$ cat config.mk
export PLATFORM = sky130hd
export DESIGN_NAME = nor_emu_cache
export DESIGN_NICKNAME = d
export VERILOG_FILES = /design/src/rtl/nec_pkg.sv /design/src/rtl/nec_addr_split.sv /design/src/rtl/nec_queue.sv /design/src/rtl/nec_match_enc.sv /design/src/rtl/nor_emu_cache.sv
export SDC_FILE = /design/constraint.sdc
export NUM_CORES = 1
export LEC_CHECK = 0
export BUFFER_PORTS_ARGS = -buffer_cell sky130_fd_sc_hd__buf_2
export CAP_MARGIN = 20
export CORE_MARGIN = 1.5
export CORE_UTILIZATION = 54
export CTS_CLUSTER_DIAMETER = 150
export DETAILED_ROUTE_END_ITERATION = 10
export PLACE_DENSITY_LB_ADDON = 0.25
export REMOVE_ABC_BUFFERS = 1
export SETUP_SLACK_MARGIN = 0.15
export SLEW_MARGIN = 20
export SYNTH_ARGS = -nofsm -noshare
export SYNTH_HDL_FRONTEND = slang
export SYNTH_HIERARCHICAL = 1
export SYNTH_SLANG_ARGS = --single-unit
$ cat constraint.sdc
create_clock -name clk -period 4.65 [get_ports clk]
set_input_delay 0.93 -clock clk [delete_from_list [all_inputs] [get_ports clk]]
set_output_delay 0.93 -clock clk [all_outputs]
set_load 0.02 [all_outputs]
$ cat src/rtl/nec_pkg.sv
package nec_pkg;
  // One logical block is 512 bytes.
  localparam int LBA_SH = 9;

  // Why the head slot is released in a cycle.
  typedef enum logic [1:0] {
    DQ_NONE   = 2'd0,
    DQ_LAST   = 2'd1,
    DQ_PAST   = 2'd2,
    DQ_FORCED = 2'd3
  } deq_cause_e;
endpackage

$ cat src/rtl/nec_addr_split.sv
module nec_addr_split #(
  parameter int ADDR_W  = 20,
  parameter int PAGE_SH = 9,
  parameter int SUB_W   = 1,
  localparam int PN_W   = ADDR_W - PAGE_SH,
  localparam int LBA_W  = ADDR_W - nec_pkg::LBA_SH
) (
  input  logic [ADDR_W-1:0]  addr_i,
  output logic [PN_W-1:0]    page_o,
  output logic [PAGE_SH-1:0] off_o,
  output logic [LBA_W-1:0]   lba_o,
  output logic [SUB_W-1:0]   sub_o
);
  import nec_pkg::*;

  assign page_o = addr_i[ADDR_W-1:PAGE_SH];
  assign off_o  = addr_i[PAGE_SH-1:0];
  assign lba_o  = addr_i[ADDR_W-1:LBA_SH];

  // Pages larger than one LBA carry LBA-select bits; otherwise zero.
  generate
    if (PAGE_SH > LBA_SH) begin : g_multi_lba
      assign sub_o = addr_i[PAGE_SH-1:LBA_SH];
    end else begin : g_single_lba
      assign sub_o = '0;
    end
  endgenerate
endmodule

$ cat src/rtl/nec_queue.sv
module nec_queue #(
  parameter int DEPTH  = 8,
  parameter int PN_W   = 11,
  localparam int SLOT_W = $clog2(DEPTH),
  localparam int CNT_W  = SLOT_W + 1
) (
  input  logic              clk,
  input  logic              rst_n,
  input  logic              enq_i,
  input  logic [PN_W-1:0]   enq_page_i,
  input  logic              deq_i,
  input  logic [PN_W-1:0]   look_page_i,
  output logic [DEPTH-1:0]  match_o,
  output logic              full_o,
  output logic              empty_o,
  output logic [SLOT_W-1:0] head_o,
  output logic [SLOT_W-1:0] tail_o,
  output logic [PN_W-1:0]   head_page_o
);
  logic [PN_W-1:0]   pn_q [DEPTH];
  logic [DEPTH-1:0]  vld_q;
  logic [SLOT_W-1:0] head_q, tail_q;
  logic [CNT_W-1:0]  cnt_q;

  function automatic logic [SLOT_W-1:0] ring_next(input logic [SLOT_W-1:0] p);
    return (int'(p) == DEPTH - 1) ? '0 : p + 1'b1;
  endfunction

  assign full_o      = (int'(cnt_q) == DEPTH);
  assign empty_o     = (cnt_q == '0);
  assign head_o      = head_q;
  assign tail_o      = tail_q;
  assign head_page_o = pn_q[head_q];

  // Parallel compare of the looked-up page against every slot.
  generate
    for (genvar g = 0; g < DEPTH; g++) begin : g_cmp
      assign match_o[g] = vld_q[g] && (pn_q[g] == look_page_i);
    end
  endgenerate

  always_ff @(posedge clk) begin
    if (!rst_n) begin
      head_q <= '0;
      tail_q <= '0;
      cnt_q  <= '0;
      vld_q  <= '0;
      for (int i = 0; i < DEPTH; i++) pn_q[i] <= '0;
    end else begin
      if (enq_i) begin
        pn_q[tail_q]  <= enq_page_i;
        vld_q[tail_q] <= 1'b1;
        tail_q        <= ring_next(tail_q);
      end
      if (deq_i) begin
        vld_q[head_q] <= 1'b0;
        head_q        <= ring_next(head_q);
      end
      case ({enq_i, deq_i})
        2'b10:   cnt_q <= cnt_q + 1'b1;
        2'b01:   cnt_q <= cnt_q - 1'b1;
        default: cnt_q <= cnt_q;
      endcase
    end
  end

  AST_NO_OVERFLOW: assert property (@(posedge clk) disable iff (!rst_n)
    int'(cnt_q) <= DEPTH);
  AST_NO_ENQ_FULL: assert property (@(posedge clk) disable iff (!rst_n)
    !(enq_i && full_o));
  AST_DEQ_NONEMPTY: assert property (@(posedge clk) disable iff (!rst_n)
    deq_i |-> !empty_o);
  AST_COUNT_UP: assert property (@(posedge clk) disable iff (!rst_n)
    (enq_i && !deq_i) |=> (cnt_q == $past(cnt_q) + 1'b1));
  AST_VALID_COUNT: assert property (@(posedge clk) disable iff (!rst_n)
    $countones(vld_q) == int'(cnt_q));
endmodule

$ cat src/rtl/nec_match_enc.sv
module nec_match_enc #(
  parameter int DEPTH  = 8,
  localparam int SLOT_W = $clog2(DEPTH)
) (
  input  logic [DEPTH-1:0]  match_i,
  output logic              hit_o,
  output logic [SLOT_W-1:0] slot_o
);
  assign hit_o = |match_i;

  // Lowest matching slot wins.
  always_comb begin
    slot_o = '0;
    for (int i = DEPTH - 1; i >= 0; i--) begin
      if (match_i[i]) slot_o = SLOT_W'(i);
    end
  end

  always_comb begin
    if (hit_o) begin
      AST_SLOT_MATCHES: assert (match_i[slot_o]);
    end
  end
endmodule

$ cat src/rtl/nor_emu_cache.sv
module nor_emu_cache #(
  parameter int ADDR_W     = 20,
  parameter int PAGE_BYTES = 512,
  parameter int DEPTH      = 8,
  localparam int PAGE_SH   = $clog2(PAGE_BYTES),
  localparam int PN_W      = ADDR_W - PAGE_SH,
  localparam int LBA_W     = ADDR_W - nec_pkg::LBA_SH,
  localparam int SUB_W     = (PAGE_SH > nec_pkg::LBA_SH) ? PAGE_SH - nec_pkg::LBA_SH : 1,
  localparam int SLOT_W    = $clog2(DEPTH),
  localparam int SRAM_AW   = SLOT_W + PAGE_SH
) (
  input  logic               clk,
  input  logic               rst_n,
  input  logic               rd_valid,
  input  logic [ADDR_W-1:0]  rd_addr,
  output logic               rd_ready,
  output logic [LBA_W-1:0]   rd_lba,
  output logic [SUB_W-1:0]   rd_sub,
  output logic [SRAM_AW-1:0] sram_raddr,
  output logic               dem_valid,
  output logic [PN_W-1:0]    dem_page,
  input  logic               fill_valid,
  input  logic [PN_W-1:0]    fill_page,
  output logic               fill_ready,
  output logic [SLOT_W-1:0]  fill_slot
);
  import nec_pkg::*;

  logic [PN_W-1:0]    req_page;
  logic [PAGE_SH-1:0] req_off;
  logic [DEPTH-1:0]   match;
  logic               any_hit, q_full, q_empty;
  logic [SLOT_W-1:0]  hit_slot, head_slot, tail_slot;
  logic [PN_W-1:0]    head_page;
  logic               enq, deq;
  logic               ev_last_byte, ev_past_head;
  deq_cause_e         deq_cause;

  nec_addr_split #(.ADDR_W(ADDR_W), .PAGE_SH(PAGE_SH), .SUB_W(SUB_W)) u_split (
    .addr_i (rd_addr),
    .page_o (req_page),
    .off_o  (req_off),
    .lba_o  (rd_lba),
    .sub_o  (rd_sub)
  );

  nec_queue #(.DEPTH(DEPTH), .PN_W(PN_W)) u_queue (
    .clk         (clk),
    .rst_n       (rst_n),
    .enq_i       (enq),
    .enq_page_i  (fill_page),
    .deq_i       (deq),
    .look_page_i (req_page),
    .match_o     (match),
    .full_o      (q_full),
    .empty_o     (q_empty),
    .head_o      (head_slot),
    .tail_o      (tail_slot),
    .head_page_o (head_page)
  );

  nec_match_enc #(.DEPTH(DEPTH)) u_enc (
    .match_i (match),
    .hit_o   (any_hit),
    .slot_o  (hit_slot)
  );

  function automatic logic is_last_byte(input logic [PAGE_SH-1:0] off);
    return &off;
  endfunction

  // Host side
  assign rd_ready   = rd_valid && any_hit;
  assign sram_raddr = {hit_slot, req_off};
  assign dem_valid  = rd_valid && !any_hit;
  assign dem_page   = req_page;

  // Named release events
  assign ev_last_byte = rd_ready && (hit_slot == head_slot) && is_last_byte(req_off);
  assign ev_past_head = rd_valid && !q_empty && (req_page > head_page);

  always_comb begin
    if (ev_last_byte)                       deq_cause = DQ_LAST;
    else if (ev_past_head && rd_ready)      deq_cause = DQ_PAST;
    else if (ev_past_head && q_full)        deq_cause = DQ_FORCED;
    else                                    deq_cause = DQ_NONE;
  end
  assign deq = (deq_cause != DQ_NONE);

  // Fill side
  assign fill_ready = !q_full;
  assign fill_slot  = tail_slot;
  assign enq        = fill_valid && fill_ready;

  AST_GRANT_XOR_DEMAND: assert property (@(posedge clk) disable iff (!rst_n)
    rd_valid |-> (rd_ready != dem_valid));
  AST_IDLE_QUIET: assert property (@(posedge clk) disable iff (!rst_n)
    !rd_valid |-> (!rd_ready && !dem_valid));
  AST_DEQ_NEEDS_READ: assert property (@(posedge clk) disable iff (!rst_n)
    deq |-> rd_valid);
  AST_REFUSED_TAIL_HOLDS: assert property (@(posedge clk) disable iff (!rst_n)
    (fill_valid && !fill_ready) |=> $stable(fill_slot));
  AST_FORCED_FREES: assert property (@(posedge clk) disable iff (!rst_n)
    (deq_cause == DQ_FORCED && !fill_valid) |=> fill_ready);
endmodule

Word-level counts from Yosys, hierarchy flattened
Memories as Yosys holds them, arrays and structs flattened. A register that Yosys moved wholly into a read port is not among the register bits.
Index checks and enable logic that the tools add are counted.
{ "totals": {"ff_bits": 18, "latchBits": 0, "mem_bits_rw": 88, "romBits": 0, "inputBits": 35, "word_cells": 89, "mem_count": 1} }
{ "mem_list": {"columns": ["memory", "depth", "word_bits", "read_ports", "rd_ports_with_merged_regs", "write_ports", "line_no", "text"], "rows": [
  ["u_queue.pn_q", 8, 11, 9, 1, 8, "nec_queue.sv:20", "logic [PN_W-1:0] pn_q [DEPTH];"]
]} }
{ "op_classes": {"n_addsub": 4, "mul": 0, "div": 0, "order_cmp": 5, "n_eq_ne": 14, "shifts": 0, "mux": 30, "bitwise_logic": 3, "reduce_logical": 28} }
{ "op_table": {"columns": ["operator", "n"], "rows": [
  ["equality test 11 bit", 8],
  ["2-to-1 mux 3 bit", 13],
  ["2-to-1 mux 8 bit", 3],
  ["logical AND 1 bit", 19],
  ["greater-than comparator 11 bit", 1],
  ["2-to-1 mux 11 bit", 1],
  ["OR reduction 11 bit", 1],
  ["AND reduction 9 bit", 1],
  ["bitwise AND 8 bit", 1],
  ["less-than comparator 3 x 4 -> 1 bit, second input constant", 2],
  ["inverter 8 bit", 1],
  ["OR 8 bit", 1],
  ["case mux 4 bit (2 select lines)", 1],
  ["OR reduction 8 bit", 1],
  ["2-to-1 mux 1 bit", 7],
  ["adder 3 x 1 -> 3 bit, second input constant", 2],
  ["demux 1 bit (select 3 bit)", 2],
  ["equality test 3 x 1 -> 1 bit, second input constant", 2],
  ["greater-or-equal comparator 3 x 1 -> 1 bit, second input constant", 2],
  ["2-to-1 mux 2 bit", 3],
  ["adder 4 x 1 -> 4 bit, second input constant", 1],
  ["equality test 4 bit, second input constant", 1],
  ["logical NOT 4 bit", 1],
  ["nonzero test 2 bit", 2],
  ["5 further kinds", 7]
]} }

Longest topological paths before layout
An unclocked memory read counts as a cell.
{ "logic_depth": {"depth_word": 18, "depth_mapped": 19, "depth_no_buf": 17} }

Modules after synthesis
Netlist, hierarchy kept.
{ "by_module_without_submodules": {"columns": ["mod", "instances", "cells_per_inst", "area_each_um2"], "rows": [
  ["nec_queue", 1, 469, 6022.0],
  ["nor_emu_cache", 1, 53, 362.8],
  ["nec_addr_split", 1, 33, 244.0],
  ["nec_match_enc", 1, 13, 81.3]
]} }

Worst setup path after synthesis
Ideal clock, no wire load.
{ "synth_timing": {"kind": "input port to flip-flop", "startpoint": "input port rd_addr[16]", "endpoint": "register u_queue.cnt_q[2]", "arrival_ns": 5.048, "required_ns": 4.574, "slack_ns": -0.473, "cell_stages": 18, "path_buffers": 2, "path_cell_list": "buf_4 -> clkbuf_1 -> xnor2_1 -> nand4_1 -> nor3_1 -> a21oi_1 -> o41ai_1 -> xnor2_1 -> nand2_1 -> or4_1 -> o21ai_0 -> ha_1 -> xor2_1 -> ha_1 -> a21oi_1 -> xor2_1 -> or3_1 -> a21boi_0"} }
{ "synth_via": {"elab_chain_len": 17, "elab_cells_between_ends": 41, "cone_classes": "1 x order compare; 11 x eq/ne; 12 x mux; 17 x reduce/logical"} }
{ "synth_rtl": {"columns": ["element", "line_no", "text"], "rows": [
  ["start: declaration", "nor_emu_cache.sv:15", "input logic [ADDR_W-1:0] rd_addr,"],
  ["equality test 11 bit *", "nec_queue.sv:38", "assign match_o[g] = vld_q[g] && (pn_q[g] == look_page_i);"],
  ["logical AND 1 bit *", "nec_queue.sv:38", null],
  ["named net match[7]", "nor_emu_cache.sv:31", "logic [DEPTH-1:0] match;"],
  ["2-to-1 mux 3 bit * (8 in series)", "nec_match_enc.sv:15", "if (match_i[i]) slot_o = SLOT_W'(i);"],
  ["named net sram_raddr[9]", "nor_emu_cache.sv:19", "output logic [SRAM_AW-1:0] sram_raddr,"],
  ["equality test 3 bit *", "nor_emu_cache.sv:79", "assign ev_last_byte = rd_ready && (hit_slot == head_slot) && is_last_byte(req_off);"],
  ["logical AND 1 bit * (2 in series)", "nor_emu_cache.sv:79", null],
  ["2-to-1 mux 2 bit *", "nor_emu_cache.sv:83", "if (ev_last_byte) deq_cause = DQ_LAST;"],
  ["nonzero test 2 bit *", "nor_emu_cache.sv:88", "assign deq = (deq_cause != DQ_NONE);"],
  ["named net deq", "nor_emu_cache.sv:35", "logic enq, deq;"],
  ["equality test 2 x 1 -> 1 bit or equality test 2 bit (tied branches)", "nec_queue.sv:59", "case ({enq_i, deq_i})"],
  ["case mux 4 bit (2 select lines) or nonzero test 2 bit (tied branches)", null, null],
  ["end signal: assignment", "nec_queue.sv:60", "2'b10: cnt_q <= cnt_q + 1'b1;"],
  ["end signal: assignment", "nec_queue.sv:61", "2'b01: cnt_q <= cnt_q - 1'b1;"],
  ["end signal: assignment", "nec_queue.sv:62", "default: cnt_q <= cnt_q;"],
  ["end: declaration", "nec_queue.sv:23", "logic [CNT_W-1:0] cnt_q;"]
]} }
The timed path passes the listed nets; every way through them passes the cells marked *.
A chain may end at the register's enable or synchronous reset.

Worst setup path in the final report
{ "layout_timing": {"startpoint": "input port rd_addr[9]", "endpoint": "register u_queue.cnt_q[2]"} }
{ "layout_via": {"elab_cells_between_ends": 41, "cone_classes": "1 x order compare; 11 x eq/ne; 12 x mux; 17 x reduce/logical"} }
{ "layout_rtl": {"columns": ["element", "line_no"], "rows": [
  ["equality test 11 bit *", "nec_queue.sv:38"],
  ["logical AND 1 bit *", "nec_queue.sv:38"],
  ["named net match[1]", "nor_emu_cache.sv:31"],
  ["2-to-1 mux 3 bit (2 in series)", "nec_match_enc.sv:15"],
  ["equality test 3 bit", "nor_emu_cache.sv:79"],
  ["logical AND 1 bit (2 in series)", "nor_emu_cache.sv:79"],
  ["2-to-1 mux 2 bit *", "nor_emu_cache.sv:83"],
  ["nonzero test 2 bit *", "nor_emu_cache.sv:88"],
  ["named net deq", "nor_emu_cache.sv:35"],
  ["equality test 2 x 1 -> 1 bit or equality test 2 bit (tied branches)", "nec_queue.sv:59"],
  ["case mux 4 bit (2 select lines) or nonzero test 2 bit (tied branches)", null]
]} }
Marked as above.

==> reports/results.ini <==
[synthesis]
synth-xor-area-share_pct = 12.27
avgSynthCellArea_sq_um = 11.81
yosysWarningCount = 6
synth_top_family_by_area = simple AND/OR/NAND/NOR gates
synth_largest_area_cell = edfxtp_1
yosys.area_share.simple_pct = 17.19
yosysUniqueCellTypes = 42
synth_flop_cell = edfxtp_1
synth_compound_gate_area_share_pct = 3.655
synth_area_sq_um = 6710
ys_seq_area_share_pct = 45.65
yosys-top-cells-area = edfxtp_1, xnor2_1, mux4_1
synth.top_cell.area_share_pct = 39.38
synth-edff-count = 88
muxShareOfSynthArea_pct = 11.50
ys_ff_latch = 109
synthAdderAreaFrac_pct = 3.356
netlist_instances = 568
async_flop_share_pct = 0

[cells_and_area]
final_util_pct = 60.87
area_growth_pct = 9.416
drive_gt1_share_pct = 21.28
nNetsFinal = 659
nFillCells = 958
diodes = 0
stdcell_count = 779

[die]
die_h_um = 114.5
rows = 40
initial_core_util_pct = 55.63
die_area_sq_um = 13100
coreArea_sq_um = 12060
die_w_um = 114.5
boundaryPins = 76

[clocking]
clockBufferDepth = 2
postCtsHoldBufs = 0
cts.root.buffer_cell = clkbuf_16
h-tree-depth = 3
cts_made_buffers = 9
cts_tree = yes
clock_latency_ns = 0.35
cts_sinks = 109
clk_pin_slew_worst_paths_ns = 0.07

[routing]
via_count = 4515
drc = 0
viasPerCell = 5.796
drt-total-wl_mm = 16.63
drtIter0Drc = 497
avgRoutedWirePerCell_um = 21.34
firstDrtPassIters = 5
ant_nets = 0

[timing]
hold_violations = 0
grt_setup_unrepaired = false
fmax_mhz = 239.3
worst_slew_margin_rel_pct = 24.45
finalMaxSlewViolations = 0
fin_ws_ns = 0.4706
setup_violations = 0
final.period_utilization_pct = 89.88
min_period_ns = 4.179
fin_hold_ws_ns = 0.4890
worst_pin_slew_ns = 1.126
skew_ns = 0.008914

[placed_design]
io_buffers = 74
dp_slack_ns = 0.07341
dp_cells = 763
place.gp.congestion = 0.9843
dpl.hpwl_mm = 12.11

[worst_setup_path]
cp_data_arrival_time_ns = 4.46
critPathTopFamily = simple AND/OR/NAND/NOR gates
end_kind = flip-flop
rr_endpoint = u_queue/cnt_q[2]
max_stage_delay_ns = 0.49
critPathKind = in -> reg
slowest_stage = or4_1
reg2reg_depth = 16
r2r_slack_ns = 0.59
crit_chain = buf_2 -> buf_4 -> xnor2_1 -> nand4_1 -> nor3_1 -> nor2_1 -> a21boi_0 -> buf_4 -> xnor2_1 -> nand2_1 -> or4_1 -> o21ai_0 -> ha_1 -> xor2_1 -> ha_1 -> a21oi_1 -> xor2_1 -> or3_1 -> a21boi_0
required_ns = 4.93
crit_fanout = 7
critPathLaunchType = input port
critPathBufInv = 3

[min_path]
min_path_type = reg -> reg
min_from = u_queue/cnt_q[3]
hold_end = u_queue/cnt_q[3]
whs_path_depth = 2

[power_and_ir_drop]
ir_worst_vdd_mv = 0.1984
p_leak_nw = 2.742
powerDensity_nw_per_um2 = 289.9

[global_route]
grt_pass1_vias = 4337
grt_pass1_wl_mm = 24.72
antenna_found_initial = 1
overflow = 0
track_usage_pct = 26.40
grt_start_max_net_pins = 30

[flow_run]
drv_cap = 0

[run_status]
status = finished, final reports clean

==> layer usage <==
layer | vias up | GRT usage [%] | part of all wire, %
met5 | - | 0 | 0
met4 | 0 | 12.17 | 4.0
met3 | 49 | 4.129 | 6.4
met2 | 192 | 42.48 | 48
met1 | 2191 | 35.38 | 42
li1 | 2083 | - | -
==> per-stage QoR <==
step                      cell area (sq um)  power (mW)  setup TNS (ns)
after floorplan                        6339       1.295         -0.1886
after global placement                 7044       1.437               0
after detailed placement               7057       1.445               0
after CTS                              7312       2.133               0
after global routing                   7342       2.197               0
final                                  7342       2.128               0
==> worst register-to-register path: stages (launching register included) <==
cell and delay (ns):
dfxtp_1 0.37, buf_12 0.21, mux4_1 0.66, mux2_2 0.29
inv_1 0.06, ha_1 0.25, a21oi_1 0.15, o21ai_0 0.17
nor4_1 0.39, o21ai_0 0.19, ha_1 0.23, xor2_1 0.15
ha_1 0.18, a21oi_1 0.15, xor2_1 0.10, or3_1 0.30
a21boi_0 0.16
==> power breakdown <==
part	total (mW)	internal [mW]	switching, mW
clock	0.699	0.358	0.341
combinational	0.295	0.123	0.172
sequential	1.13	1.10	0.0366
==> cells by family (layout without fill, tap and decap cells) <==
family / after synthesis / in the layout
and+or+nand+nor: 195 / 195
DFF: 109 / 109
xor gates and xnor gates: 94 / 94
buffers and inverters: 76 / 119
muxes: 40 / 40
AOI/OAI and AO/OA: 35 / 35
adders and majority gates: 18 / 18
other: 1 / 1
==> registers in the layout, summed over array words and instances, names as in the netlist, named ones only <==
register / count
u_queue/pn_q: 88
u_queue/vld_q: 8
u_queue/cnt_q: 4
u_queue/head_o: 3
u_queue/tail_o: 3
==> synthesized netlist by cell type, types with 2 or more instances <==
cell and count:
xnor2_1 92, and2_1 90, edfxtp_1 88, buf_4 32, nand4_1 28, clkbuf_1 22
mux4_1 22, dfxtp_1 21, ha_1 18, nor2_1 17, inv_1 14, nor2b_1 13
nor3_1 13, mux2_2 11, o21ai_0 11, a21oi_1 9, nand2_1 9, nand2b_1 9
o221a_2 8, mux2i_1 7, buf_1 3, buf_2 3, nand3_1 3, a21boi_0 2
buf_6 2, nand3b_1 2, nor4_1 2, or3_1 2, xor2_1 2
==> cell usage in the layout (no fill, tap or decap), types with 2 or more instances in the layout <==
cell	synthesis	final
o221a_2	8	8
clkbuf_16	0	9
o21ai_2	0	2
nor4_1	2	2
xor2_1	2	2
edfxtp_1	88	88
nor2_1	17	17
or3_1	2	2
mux2i_1	7	7
dfxtp_1	21	21
xnor2_1	92	92
and2_1	90	90
nand4_1	28	28
buf_4	32	14
o21ai_0	11	5
nand2_1	9	9
clkbuf_1	22	2
nor2b_1	13	13
nor3_1	13	6
buf_2	3	74
inv_1	14	17
a21boi_0	2	2
nand3_1	3	3
nand2b_1	9	9
a21oi_1	9	9
mux4_1	22	22
o21ai_1	0	4
nor3_2	0	7
mux2_2	11	11
ha_1	18	18
nand3b_1	2	2
==> how the worst max path moves through the flow <==
stage	start	to	slack, ns	cells after the start
floorplan	rd_addr[16]	u_queue/cnt_q[2]	-0.17	16
global placement	rd_addr[9]	u_queue/cnt_q[2]	0.13	19
detailed placement	rd_addr[9]	u_queue/cnt_q[2]	0.07	19
CTS	rd_addr[9]	u_queue/cnt_q[2]	0.43	19
global route	rd_addr[9]	u_queue/cnt_q[2]	0.15	19
finish	rd_addr[9]	u_queue/cnt_q[2]	0.47	19
==> final cells by class <==
| class | instances | area, sq um | area share, % |
|---|---|---|---|
| Clock buffer | 11 | 232.7 | 3.170 |
| Multi-Input combinational cell | 383 | 3266 | 44.48 |
| Tap cell | 168 | 210.2 | 2.863 |
| Sequential cell | 109 | 3063 | 41.72 |
| Timing Repair Buffer | 89 | 495.5 | 6.748 |
| Clock inverter | 5 | 22.52 | 0.3067 |
| Inverter | 14 | 52.55 | 0.7157 |
==> timing repair <==
action                                  CTS  global route
buffers inserted                          0             0
endpoints found under the hold margin     0             0
gates resized for setup                   0             6
endpoints found under the setup margin    0             2
No activity file was read; power rests on OpenSTA's default activity.
